**config.mk**
```make
export PLATFORM = sky130hd
export DESIGN_NAME = vidt_ctrl
export DESIGN_NICKNAME = d
export VERILOG_FILES = /design/src/rtl/vidt_pkg.sv /design/src/rtl/vidt_deglitch.sv /design/src/rtl/vidt_holdtimer.sv /design/src/rtl/vidt_ctrl.sv
export SDC_FILE = /design/constraint.sdc
export NUM_CORES = 1
export LEC_CHECK = 0
export ABC_AREA = 1
export BUFFER_PORTS_ARGS = -buffer_cell sky130_fd_sc_hd__buf_2
export CORE_ASPECT_RATIO = 0.8
export CORE_MARGIN = 5
export CORE_UTILIZATION = 40
export CTS_BUF_LIST = sky130_fd_sc_hd__clkbuf_4 sky130_fd_sc_hd__clkbuf_8
export DETAILED_ROUTE_END_ITERATION = 10
export SYNTH_ARGS = -nofsm -noshare
export SYNTH_HDL_FRONTEND = slang
export SYNTH_SLANG_ARGS = --single-unit
```
**constraint.sdc**
```tcl
create_clock -name clk -period 2.05 [get_ports clk]
set_clock_uncertainty 0.15 [all_clocks]
set_input_delay 0.41 -clock clk [delete_from_list [all_inputs] [get_ports clk]]
set_output_delay 0.41 -clock clk [all_outputs]
set_load 0.02 [all_outputs]
```
**src/rtl/vidt_pkg.sv**
```systemverilog
package vidt_pkg;

    typedef enum logic [1:0] {
        VT_BOOT  = 2'd0,
        VT_QUIET = 2'd1,
        VT_SLEW  = 2'd2
    } vidt_state_e;

endpackage

```
**src/rtl/vidt_deglitch.sv**
```systemverilog
// Qualifies a new code once it has been sampled FILT_CYC times in a row.
module vidt_deglitch #(
    parameter int VID_W    = 5,
    parameter int FILT_CYC = 10
) (
    input  logic             clk,
    input  logic             rst_n,
    input  logic             enable,
    input  logic [VID_W-1:0] vid_in,
    input  logic [VID_W-1:0] base,
    output logic             qual
);
    localparam int CW = $clog2(FILT_CYC + 1);
    localparam logic [CW-1:0] LAST = CW'(FILT_CYC - 1);

    logic             armed_q;
    logic [VID_W-1:0] cand_q;
    logic [CW-1:0]    cnt_q;
    logic             differs;
    logic             same_cand;

    always_comb begin
        differs   = (vid_in != base);
        same_cand = armed_q && (vid_in == cand_q);
        qual      = enable && differs &&
                    ((FILT_CYC == 1) || (same_cand && (cnt_q == LAST)));
    end

    always_ff @(posedge clk or negedge rst_n) begin
        if (!rst_n) begin
            armed_q <= 1'b0;
            cand_q  <= '0;
            cnt_q   <= '0;
        end else if (!enable || !differs || qual) begin
            armed_q <= 1'b0;
            cnt_q   <= '0;
        end else if (!same_cand) begin
            armed_q <= 1'b1;
            cand_q  <= vid_in;
            cnt_q   <= CW'(1);
        end else begin
            cnt_q   <= cnt_q + CW'(1);
        end
    end

endmodule

```
**src/rtl/vidt_holdtimer.sv**
```systemverilog
// Reloadable one-shot: busy for HOLD_CYC cycles after each start.
module vidt_holdtimer #(
    parameter int HOLD_CYC = 5000,
    parameter int TW       = $clog2(HOLD_CYC + 1)
) (
    input  logic          clk,
    input  logic          rst_n,
    input  logic          start,
    output logic [TW-1:0] cnt_o,
    output logic          expire
);
    logic [TW-1:0] cnt_q;

    always_ff @(posedge clk or negedge rst_n) begin
        if (!rst_n) begin
            cnt_q <= '0;
        end else if (start) begin
            cnt_q <= TW'(HOLD_CYC);
        end else if (cnt_q != '0) begin
            cnt_q <= cnt_q - TW'(1);
        end
    end

    assign cnt_o  = cnt_q;
    assign expire = (cnt_q == TW'(1));

endmodule

```
**src/rtl/vidt_ctrl.sv**
```systemverilog
module vidt_ctrl #(
    parameter int VID_W    = 5,
    parameter int FILT_CYC = 10,
    parameter int HOLD_CYC = 5000
) (
    input  logic             clk,
    input  logic             rst_n,
    input  logic [VID_W-1:0] vid_in,
    output logic [VID_W-1:0] vid_code_o,
    output logic             trans_flag_o,
    output logic             prot_en_o,
    output logic             zc_en_o,
    output logic             neg_ilim_en_o
);
    import vidt_pkg::*;

    localparam int TW = $clog2(HOLD_CYC + 1);

    vidt_state_e      state_q;
    vidt_state_e      state_d;
    logic [VID_W-1:0] code_q;
    logic             qual;
    logic             expire;
    logic [TW-1:0]    tmr_cnt;
    logic             filt_en;

    assign filt_en = (state_q != VT_BOOT);

    vidt_deglitch #(
        .VID_W    (VID_W),
        .FILT_CYC (FILT_CYC)
    ) u_deglitch (
        .clk    (clk),
        .rst_n  (rst_n),
        .enable (filt_en),
        .vid_in (vid_in),
        .base   (code_q),
        .qual   (qual)
    );

    vidt_holdtimer #(
        .HOLD_CYC (HOLD_CYC),
        .TW       (TW)
    ) u_timer (
        .clk    (clk),
        .rst_n  (rst_n),
        .start  (qual),
        .cnt_o  (tmr_cnt),
        .expire (expire)
    );

    // next state
    always_comb begin
        state_d = state_q;
        unique case (state_q)
            VT_BOOT:  state_d = VT_QUIET;
            VT_QUIET: if (qual) state_d = VT_SLEW;
            VT_SLEW:  if (!qual && expire) state_d = VT_QUIET;
            default:  state_d = VT_BOOT;
        endcase
    end

    // state register
    always_ff @(posedge clk or negedge rst_n) begin
        if (!rst_n) begin
            state_q <= VT_BOOT;
        end else begin
            state_q <= state_d;
        end
    end

    // latched code: baseline in BOOT, then only qualified values
    always_ff @(posedge clk or negedge rst_n) begin
        if (!rst_n) begin
            code_q <= '0;
        end else if (state_q == VT_BOOT || qual) begin
            code_q <= vid_in;
        end
    end

    // outputs
    always_comb begin
        vid_code_o    = code_q;
        trans_flag_o  = 1'b0;
        prot_en_o     = 1'b1;
        zc_en_o       = 1'b1;
        neg_ilim_en_o = 1'b0;
        unique case (state_q)
            VT_BOOT, VT_QUIET: ;
            VT_SLEW: begin
                trans_flag_o  = 1'b1;
                prot_en_o     = 1'b0;
                zc_en_o       = 1'b0;
                neg_ilim_en_o = 1'b1;
            end
            default: ;
        endcase
    end

endmodule

```
==> results of run 1 <==
[metrics by stage]
| step | std cells | power, W | instance area (µm²) |
|---|---|---|---|
| 3_3_place_gp | 281 | 0.0007379 | 1780 |
| 3_5_place_dp | 281 | 0.0007391 | 1780 |
| 4_1_cts | 289 | 0.001347 | 1894 |
| 2_1_floorplan | 212 | 0.0006972 | 1658 |
| 6_report | 289 | 0.001333 | 1894 |
| 5_1_grt | 289 | 0.001394 | 1894 |
[where the power goes]
group	total (W)	switching (W)	internal [W]
Combinational	0.0000998	0.0000671	0.0000327
Sequential	0.000627	0.0000162	0.000611
Clock	0.000606	0.000231	0.000375
Total	0.00133	0.000314	0.00102
[worst max-delay path by stage]
| stage | endpoint | slack (ps) | depth (start not counted) |
|---|---|---|---|
| 2_1_floorplan | zc_en_o | 270 | 3 |
| 3_3_place_gp | u_timer.cnt_o[9]$_DFFE_PN0P_ | 260 | 9 |
| 3_5_place_dp | u_timer.cnt_o[9]$_DFFE_PN0P_ | 240 | 9 |
| 4_1_cts | u_timer.cnt_o[9]$_DFFE_PN0P_ | 240 | 9 |
| 5_1_grt | u_timer.cnt_o[9]$_DFFE_PN0P_ | 70 | 9 |
| 6_report | u_timer.cnt_o[9]$_DFFE_PN0P_ | 230 | 9 |
[flip-flops by register name, indices dropped and copies added, names as in the netlist]
name / flops
u_deglitch.cand_q: 5
u_timer.cnt_o: 13
u_deglitch.cnt_q: 4
state_q: 2
vid_code_o: 5
u_deglitch.armed_q: 1
[synth_stat cells (all sizes together)]
master	number
nand2	60
dfrtp	30
inv	30
nor2	29
nand3	13
o21ai	12
xor2	8
ha	5
nor3	5
buf	4
a21oi	3
nand4	3
xnor2	3
and2	1
and3	1
clkinv	1
nand3b	1
nor4	1
o21a	1
o31ai	1
[critical path, cell delays in order, from the launching register on]
cell     delay, ps
dfrtp_1        430
inv_1          110
ha_1           200
and2_1         160
nand4_2        170
nand2_1        130
nor2_1         180
nand2_1         70
nand2_1         60
nand3_1         60
[metal layers]
layer,share of wire (%),up-vias,global-route usage [%]
li1,-,696,-
met1,57,561,20.74
met2,37,22,17.74
met3,3.6,8,3.600
met4,2.5,0,6.846
met5,0,-,0
[cell type report]
class                           count  area share, %
Sequential cell                    30          39.63
Tap cell                           57          3.765
Inverter                           31          6.143
Clock buffer                        6          4.029
Clock inverter                      2          1.982
Timing Repair Buffer               16          4.359
Multi-Input combinational cell    147          40.09
[kinds of logic (layout without fill, tap and decap cells)]
logic type / Yosys count / after routing / share of synthesized area (%)
AND/OR/NAND/NOR: 114 / 114 / 30.79
buffers and inverters: 35 / 55 / 8.905
flip-flops: 30 / 30 / 45.28
AO/OA/AOI/OAI: 17 / 17 / 5.434
XOR/XNOR: 11 / 11 / 5.812
adder cells (fa/ha/maj): 5 / 5 / 3.774
==> flow_metrics.tcl, run 1 <==
set metrics [dict create \
    status "completed" \
    initial_core_util_pct 40.45 \
    tns_ps 0 \
    dieArea_um2 5540 \
    boundaryPins 16 \
    hp-class "in2async" \
    coreArea_um2 4099 \
    synth_cell_types 31 \
    dp_hpwl_um 2280 \
    worstMarginPinSlew_ps 709.0 \
    rr_worst_depth 9 \
    r2r_end "u_timer.cnt_o[9]$_DFFE_PN0P_" \
    synth_top_cell_area_share_pct 45.28 \
    rows 21 \
    synth_top_area_cell "dfrtp_1" \
    ctsLongestPathBuffers 2 \
    path_max_fanout 8 \
    drt_pass1_iterations 4 \
    cap_violations 0 \
    fin_util_pct 46.21 \
    die_w_um 81.98 \
    clock_latency_ps 290 \
    p_leak_nw 0.9113 \
    synth_area_um2 1658 \
    post_cts_buffers 0 \
    fin_crit_sh_pct 88.75 \
    layout_common_cells "nand2_1 (58), dfrtp_1 (30), nor2_1 (25), inv_1 (23), buf_2 (15)" \
    vdd_drop_max_v 0.0003491 \
    ys_seq_elements 30 \
    setup_ws_ps 230.6 \
    worst_ep_required_time_ps 2070 \
    cts_tree "done" \
    num_vias 1287 \
    grt_pass1_vias 1224 \
    grt_pass1_wl_um 5706 \
    powerDensity_nw_per_um2 703.7 \
    grt_usage_pct 13.78 \
    cts_htree_levels 2 \
    wl_per_cell_um 11.03 \
    cp-startpoint "u_timer.cnt_o[0]$_DFFE_PN0P_" \
    viasPerCell 4.453 \
    antenna_found_initial 0 \
    final_common_cell "nand2_1" \
    rsz0062_at_grt "false" \
    syn-mean-instance-area_um2 7.820 \
    setup_viol 0 \
    ant_nets 0 \
    regArea_um2 750.7 \
    n_antenna_cell 0 \
    startpoint_type "flip-flop" \
    whs_ps 18.05 \
    critPathCaptureType "flip-flop" \
    first_iter_violations 100 \
    cts_sinks 30 \
    synth.net_count 224 \
    numCtsBuffers 5 \
    place_ws_ps 236.5 \
    period_minus_slack_ps 1819 \
    cts_root_buf "clkbuf_8" \
    drive_gt1_share_pct 17.24 \
    routed_wl_um 3189 \
    area_growth_pct 14.26 \
    regToRegSetupSlack_ps 230 \
    grt_max_degree 31 \
    clkTransAtPathRegs_ps 70 \
    nets 243 \
    max_freq_mhz 549.6 \
    maxSlewViolCount 0 \
    path_class "reg2reg" \
    synth.area.top_cells "dfrtp_1 (45%), nand2_1 (13%), nor2_1 (5.7%)" \
    fill_cells 418 \
    slew_headroom_pct 52.73 \
    cts_resized 0 \
    hold_viol 0 \
    yosys_warnings 0 \
    place_congestion 0.8701 \
    arrival_ps 1840 \
    port_buffers 15 \
    drc 0 \
    overflow 0 \
    multi_input_area_um2 759.5 \
    synth-seq-area-share_pct 45.28 \
    die_y_um 67.58 \
    synth_cells 212 \
    r2r_start "u_timer.cnt_o[0]$_DFFE_PN0P_" \
    cts_hold_buf 0 \
]
(Power assumes the default switching activity.)
==> run 2: changes to the inputs <==
ABC_AREA = unset   (was 1)
BUFFER_PORTS_ARGS = -buffer_cell sky130_fd_sc_hd__buf_4   (was -buffer_cell sky130_fd_sc_hd__buf_2)
==> run 2 against run 1 <==
  * Via count decreased by 11%
  * Area after synthesis decreased by 4.1%
  * Register-to-register slack got worse by 160 ps
  * Hold slack improved by 220 ps
  * Critical path type unchanged
  * Utilization increased by 3.1 points
==> flow_metrics.tcl, run 2 <==
set metrics [dict create \
    ant_nets 0 \
    yosys_warnings 0 \
    met2_usage_pct 21.07 \
    crit_path_top_delay_cell "or4_4" \
    num_vias 1140 \
    min_delay_path_depth 2 \
    cts_sinks 30 \
    area_growth_pct 18.73 \
    top_usage_layer "met2" \
    cap_violations 0 \
    wl_per_cell_um 13.58 \
    rsz0062_at_grt "false" \
    coreArea_um2 3829 \
    layout_common_cells "dfrtp_1 (30), buf_4 (21), nor2_1 (15), nand2_1 (12), xnor2_1 (10)" \
    routed_wl_um 3082 \
    grt_usage_pct 13.96 \
    hold-path-endpoint "vid_code_o[2]$_DFFE_PN0P_" \
    antenna_found_initial 0 \
    cts_root_buf "clkbuf_8" \
    cts_tree "done" \
    post_dp_cell_area_um2 1789 \
    final_common_cell "dfrtp_1" \
    fin_crit_sh_pct 96.42 \
    cts_htree_levels 2 \
    switching_share_pct 21.79 \
    rr_worst_depth 3 \
    overflow 0 \
    regToRegSetupSlack_ps 70 \
    dp_hpwl_um 2284 \
    fin_util_pct 49.31 \
    whs_ps 238.4 \
    clockPowerShare_pct 40.9 \
    worstMarginPinSlew_ps 509.6 \
    synthTopCellsByCount "dfrtp_1 (30), nor2_1 (15), nand2_1 (12), xnor2_1 (10)" \
    async_flop_share_pct 100.0 \
    startpoint_type "flip-flop" \
    synth_area_um2 1590 \
    viasPerCell 5.022 \
    clkTransAtPathRegs_ps 60 \
    dieArea_um2 5344 \
    place_congestion 0.7821 \
    hold_viol 0 \
    drive_gt1_share_pct 26.74 \
    cp_top_family "simple AND/OR/NAND/NOR gates" \
    critPathCaptureType "flip-flop" \
    p_comb_share_pct 5.6 \
    min-delay-start "vid_in[2]" \
    crit_path_frequent_cell "or4_4" \
    slew_headroom_pct 66.03 \
    arrival_ps 2000 \
    grt_pass1_vias 1177 \
    cp_slowest_stage_delay_ps 590 \
    power_switching_w 0.0002471 \
    cp_num_buf_inv 0 \
    worst_ep_required_time_ps 2070 \
    synth_top_area_cell "dfrtp_1" \
    largest_reg_flops 13 \
    status "completed" \
    period_minus_slack_ps 1977 \
    synth_top_cell_area_share_pct 47.21 \
    r2r_end "u_timer.cnt_o[7]$_DFFE_PN0P_" \
    vdd_drop_max_v 0.0003745 \
    drt_pass1_iterations 4 \
    die_y_um 66.40 \
    path_class "reg2reg" \
    drc 0 \
    synth_cells 148 \
    powerDensity_nw_per_um2 600.7 \
    max_freq_mhz 505.9 \
    synth_edf_count 0 \
    grt_pass1_wl_um 5568 \
    synth.area.top_cells "dfrtp_1 (47%), mux2_2 (5.7%), xnor2_1 (5.5%)" \
    grt_max_degree 31 \
    boundaryPins 16 \
    port_buffers 15 \
    n_antenna_cell 0 \
    syn-mean-instance-area_um2 10.75 \
    synth_cell_types 41 \
    synthFlopType "dfrtp_1" \
    hp-class "in2reg" \
    cp_cell_sequence "or4_4 > or4_4 > a211o_1" \
    final_area_um2 1888 \
    maxSlewViolCount 0 \
    ctsLongestPathBuffers 2 \
    pwr-share-seq_pct 53.5 \
    first_iter_violations 54 \
    path_max_fanout 6 \
    p_leak_nw 0.7797 \
    grt.met1_usage_pct 18.07 \
    initial_core_util_pct 41.54 \
    die_w_um 80.50 \
    yosysMostFrequentCell "dfrtp_1" \
    numCtsBuffers 5 \
    clock_latency_ps 280 \
    gr-usage-met3_pct 5.586 \
    r2r_start "u_timer.cnt_o[3]$_DFFE_PN0P_" \
    setup_viol 0 \
    synth.net_count 160 \
    synth-seq-area-share_pct 47.21 \
    ys_seq_elements 30 \
    power.internal_w 0.0008870 \
    rows 20 \
    nets 185 \
]
==> run 2: final cells by class <==
cell class / instances / area, µm²
multi-input cells: 109 / 799.5
clock buffers: 6 / 82.58
repair buffers: 22 / 167.7
flip-flops and latches: 30 / 750.7
well taps: 55 / 68.82
fillers: 357 / 1941
inverters: 5 / 18.77
==> run 2: worst register-to-register path, delay by kind of cell (launching register included) <==
family	cells	cell delay, ps
AND/OR/NAND/NOR	2	1020
flip-flops	1	410
AO/OA/AOI/OAI	1	300
==> run 2: power by group through the flow <==
stage	combinational, W	clock [W]	sequential [W]
floorplan	0.0000299	0	0.000616
global placement	0.0000605	0	0.000616
detailed placement	0.0000637	0	0.000617
CTS	0.0000655	0.000477	0.000606
global route	0.0000735	0.000510	0.000606
finish	0.0000638	0.000464	0.000606
==> run 2: what timing repair did <==
| item | 4_1_cts | 5_1_grt |
|---|---|---|
| setup endpoints to repair | 0 | 1 |
| hold buffers | 1 | 0 |
| gates resized for setup | 0 | 1 |
| setup buffers | 0 | 0 |
| endpoints found under the hold margin | 30 | 0 |
==> run 2: per-stage QoR <==
step	power, W	worst slack [ps]	cells	TNS (ps)
after floorplan	0.0006455	117.0	148	0
after global placement	0.0006767	45.11	220	0
after detailed placement	0.0006807	-17.77	220	-21.61
after CTS	0.001149	70.28	227	0
after global routing	0.001190	0.7674	227	0
final	0.001134	73.40	227	0
==> run 2: routing by layer <==
layer / wire length, µm / vias up / share of wire (%)
met5: 0 / - / 0
li1: - / 565 / -
met1: 1498 / 549 / 49
met2: 1371 / 17 / 44
met3: 162 / 9 / 5.3
met4: 50 / 0 / 1.6
==> run 2: how the worst max path moves through the flow <==
stage | startpoint | depth (start not counted) | slack (ps) | to
detailed placement | vid_in[1] | 6 | -20 | vid_code_o[3]$_DFFE_PN0P_
CTS | u_timer.cnt_o[3]$_DFFE_PN0P_ | 3 | 70 | u_timer.cnt_o[7]$_DFFE_PN0P_
global placement | vid_in[0] | 6 | 50 | vid_code_o[3]$_DFFE_PN0P_
global route | u_timer.cnt_o[9]$_DFFE_PN0P_ | 5 | 0.8 | state_q[1]$_DFFE_PN0P_
finish | u_timer.cnt_o[3]$_DFFE_PN0P_ | 3 | 70 | u_timer.cnt_o[7]$_DFFE_PN0P_
floorplan | u_timer.cnt_o[3]$_DFFE_PN0P_ | 3 | 120 | u_timer.cnt_o[7]$_DFFE_PN0P_
==> run 2: logic make-up after synthesis <==
group | Yosys count | synth area share (%)
simple gates | 59 | 21.64
xor+xnor | 18 | 9.913
fa+ha+maj | 5 | 3.934
mux | 11 | 7.711
compound gates | 16 | 6.689
buf+inv | 9 | 2.911
flops | 30 | 47.21
==> run 3: changes to the inputs <==
BUFFER_PORTS_ARGS = unset   (was -buffer_cell sky130_fd_sc_hd__buf_4)
DONT_BUFFER_PORTS = 1   (was unset)
==> run 3 against run 2 <==
  * Highest routed layer unchanged
  * Count of clock-buffer cells in the layout is 1 higher
  * Global-route usage is 0.52 points lower
  * Critical path type unchanged
  * Sequential share of layout area is 0.97 points higher
  * Die area stayed put
  * Total power is 1.5% lower
  * Maximum frequency is 0.11% higher
  * Critical path depth stayed put
==> flow_metrics.tcl, run 3 (synthesis gave the netlist of run 2 again) <==
set metrics [dict create \
    status "completed" \
    grt_max_degree 31 \
    setup_viol 0 \
    dieArea_um2 5344 \
    ant_nets 0 \
    p_comb_share_pct 4.7 \
    powerDensity_nw_per_um2 606.3 \
    numCtsBuffers 5 \
    arrival_ps 1990 \
    p_leak_nw 0.7529 \
    boundaryPins 16 \
    wl_per_cell_um 13.25 \
    cts_htree_levels 2 \
    cap_violations 0 \
    final_common_cell "dfrtp_1" \
    place_congestion 0.7802 \
    path_max_fanout 6 \
    clock_latency_ps 280 \
    nets 178 \
    die_y_um 66.40 \
    drc 0 \
    power.internal_w 0.0008844 \
    hp-class "in2reg" \
    vdd_drop_max_v 0.0003147 \
    dp_cells 212 \
    pwr-share-seq_pct 54.3 \
    max_freq_mhz 506.5 \
    num_vias 1100 \
    area_growth_pct 15.89 \
    first_iter_violations 66 \
    clkTransAtPathRegs_ps 60 \
    port_buffers 0 \
    cts_sinks 30 \
    routed_wl_um 2929 \
    tns_ps 0 \
    cts_root_buf "clkbuf_8" \
    n_antenna_cell 0 \
    worst_ep_required_time_ps 2060 \
    layout_common_cells "dfrtp_1 (30), nor2_1 (15), buf_4 (13), nand2_1 (12), xnor2_1 (10)" \
    dp_hpwl_um 2207 \
    rsz0062_at_grt "false" \
    whs_ps 117.4 \
    path_class "reg2reg" \
    regToRegSetupSlack_ps 80 \
    grt_usage_pct 13.44 \
    coreArea_um2 3829 \
    drive_gt1_share_pct 23.49 \
    worstMarginPinSlew_ps 396.1 \
    ctsLongestPathBuffers 2 \
    die_w_um 80.50 \
    switching_share_pct 20.86 \
    slew_headroom_pct 73.35 \
    rows 20 \
    antenna_found_initial 0 \
    overflow 0 \
    viasPerCell 4.977 \
    grt_pass1_wl_um 5354 \
    clockPowerShare_pct 41.1 \
    initial_core_util_pct 41.54 \
    power_switching_w 0.0002331 \
    cts_tree "done" \
    post_cts_buffers 0 \
    hold_viol 0 \
    maxSlewViolCount 0 \
    drt_pass1_iterations 4 \
    period_minus_slack_ps 1974 \
    fin_crit_sh_pct 96.31 \
    critPathCaptureType "flip-flop" \
    stdcell_count 221 \
    largest_reg_flops 13 \
    startpoint_type "flip-flop" \
    grt_pass1_vias 1183 \
]
[run 3: final timing paths]
path / startpoint / end / cells past startpoint
max in group asynchronous: rst_n / u_timer.cnt_o[9]$_DFFE_PN0P_ / 2
min reg2reg: state_q[0]$_DFFE_PN0P_ / state_q[1]$_DFFE_PN0P_ / 1
max reg2reg: u_timer.cnt_o[1]$_DFFE_PN0P_ / u_timer.cnt_o[7]$_DFFE_PN0P_ / 3
max: u_timer.cnt_o[1]$_DFFE_PN0P_ / u_timer.cnt_o[7]$_DFFE_PN0P_ / 3
min in group asynchronous: rst_n / vid_code_o[0]$_DFFE_PN0P_ / 2
min: vid_in[2] / vid_code_o[2]$_DFFE_PN0P_ / 1
[run 3: routing by layer]
layer  GRT usage, %  wire, µm
met3          6.267       157
met4          4.641        46
met5              0         0
met1          16.55      1415
met2          20.66      1309
[run 3: metrics by stage]
| step | area, µm² | setup slack, ps | power [W] | util, % |
|---|---|---|---|---|
| 2_1_floorplan | 1590 | 117.0 | 0.0006455 | - |
| 6_report | 1843 | 75.58 | 0.001117 | 48.14 |
| 3_5_place_dp | 1729 | 85.62 | 0.0006526 | 45.16 |
| 4_1_cts | 1843 | 67.88 | 0.001141 | 48.14 |
| 5_1_grt | 1843 | 3.550 | 0.001179 | 48.14 |
| 3_3_place_gp | 1729 | 103.3 | 0.0006510 | 45.16 |
[run 3: final cells by class]
type	instances	area, µm²
Inverter	5	18.77
Sequential cell	30	750.7
Clock buffer	7	83.83
Timing Repair Buffer	15	127.6
Multi-Input combinational cell	109	793.3
Fill cell	350	1986
Tap cell	55	68.82
[run 3: power groups by stage]
stage | Combinational (W) | Sequential [W] | Clock [W]
global placement | 0.0000344 | 0.000617 | 0
CTS | 0.0000538 | 0.000606 | 0.000481
global route | 0.0000606 | 0.000606 | 0.000512
finish | 0.0000522 | 0.000606 | 0.000459
floorplan | 0.0000299 | 0.000616 | 0
detailed placement | 0.0000356 | 0.000617 | 0
[run 3: worst max-delay path, stage by stage (launching register included)]
cell	delay, ps
dfrtp_1	400
or4_4	570
or4_4	440
a211o_1	300
[run 3: what timing repair did]
item	4_1_cts	5_1_grt
gates resized for setup	0	1
setup endpoints to repair	0	1
hold buffers	2	0
hold endpoints to repair	30	0
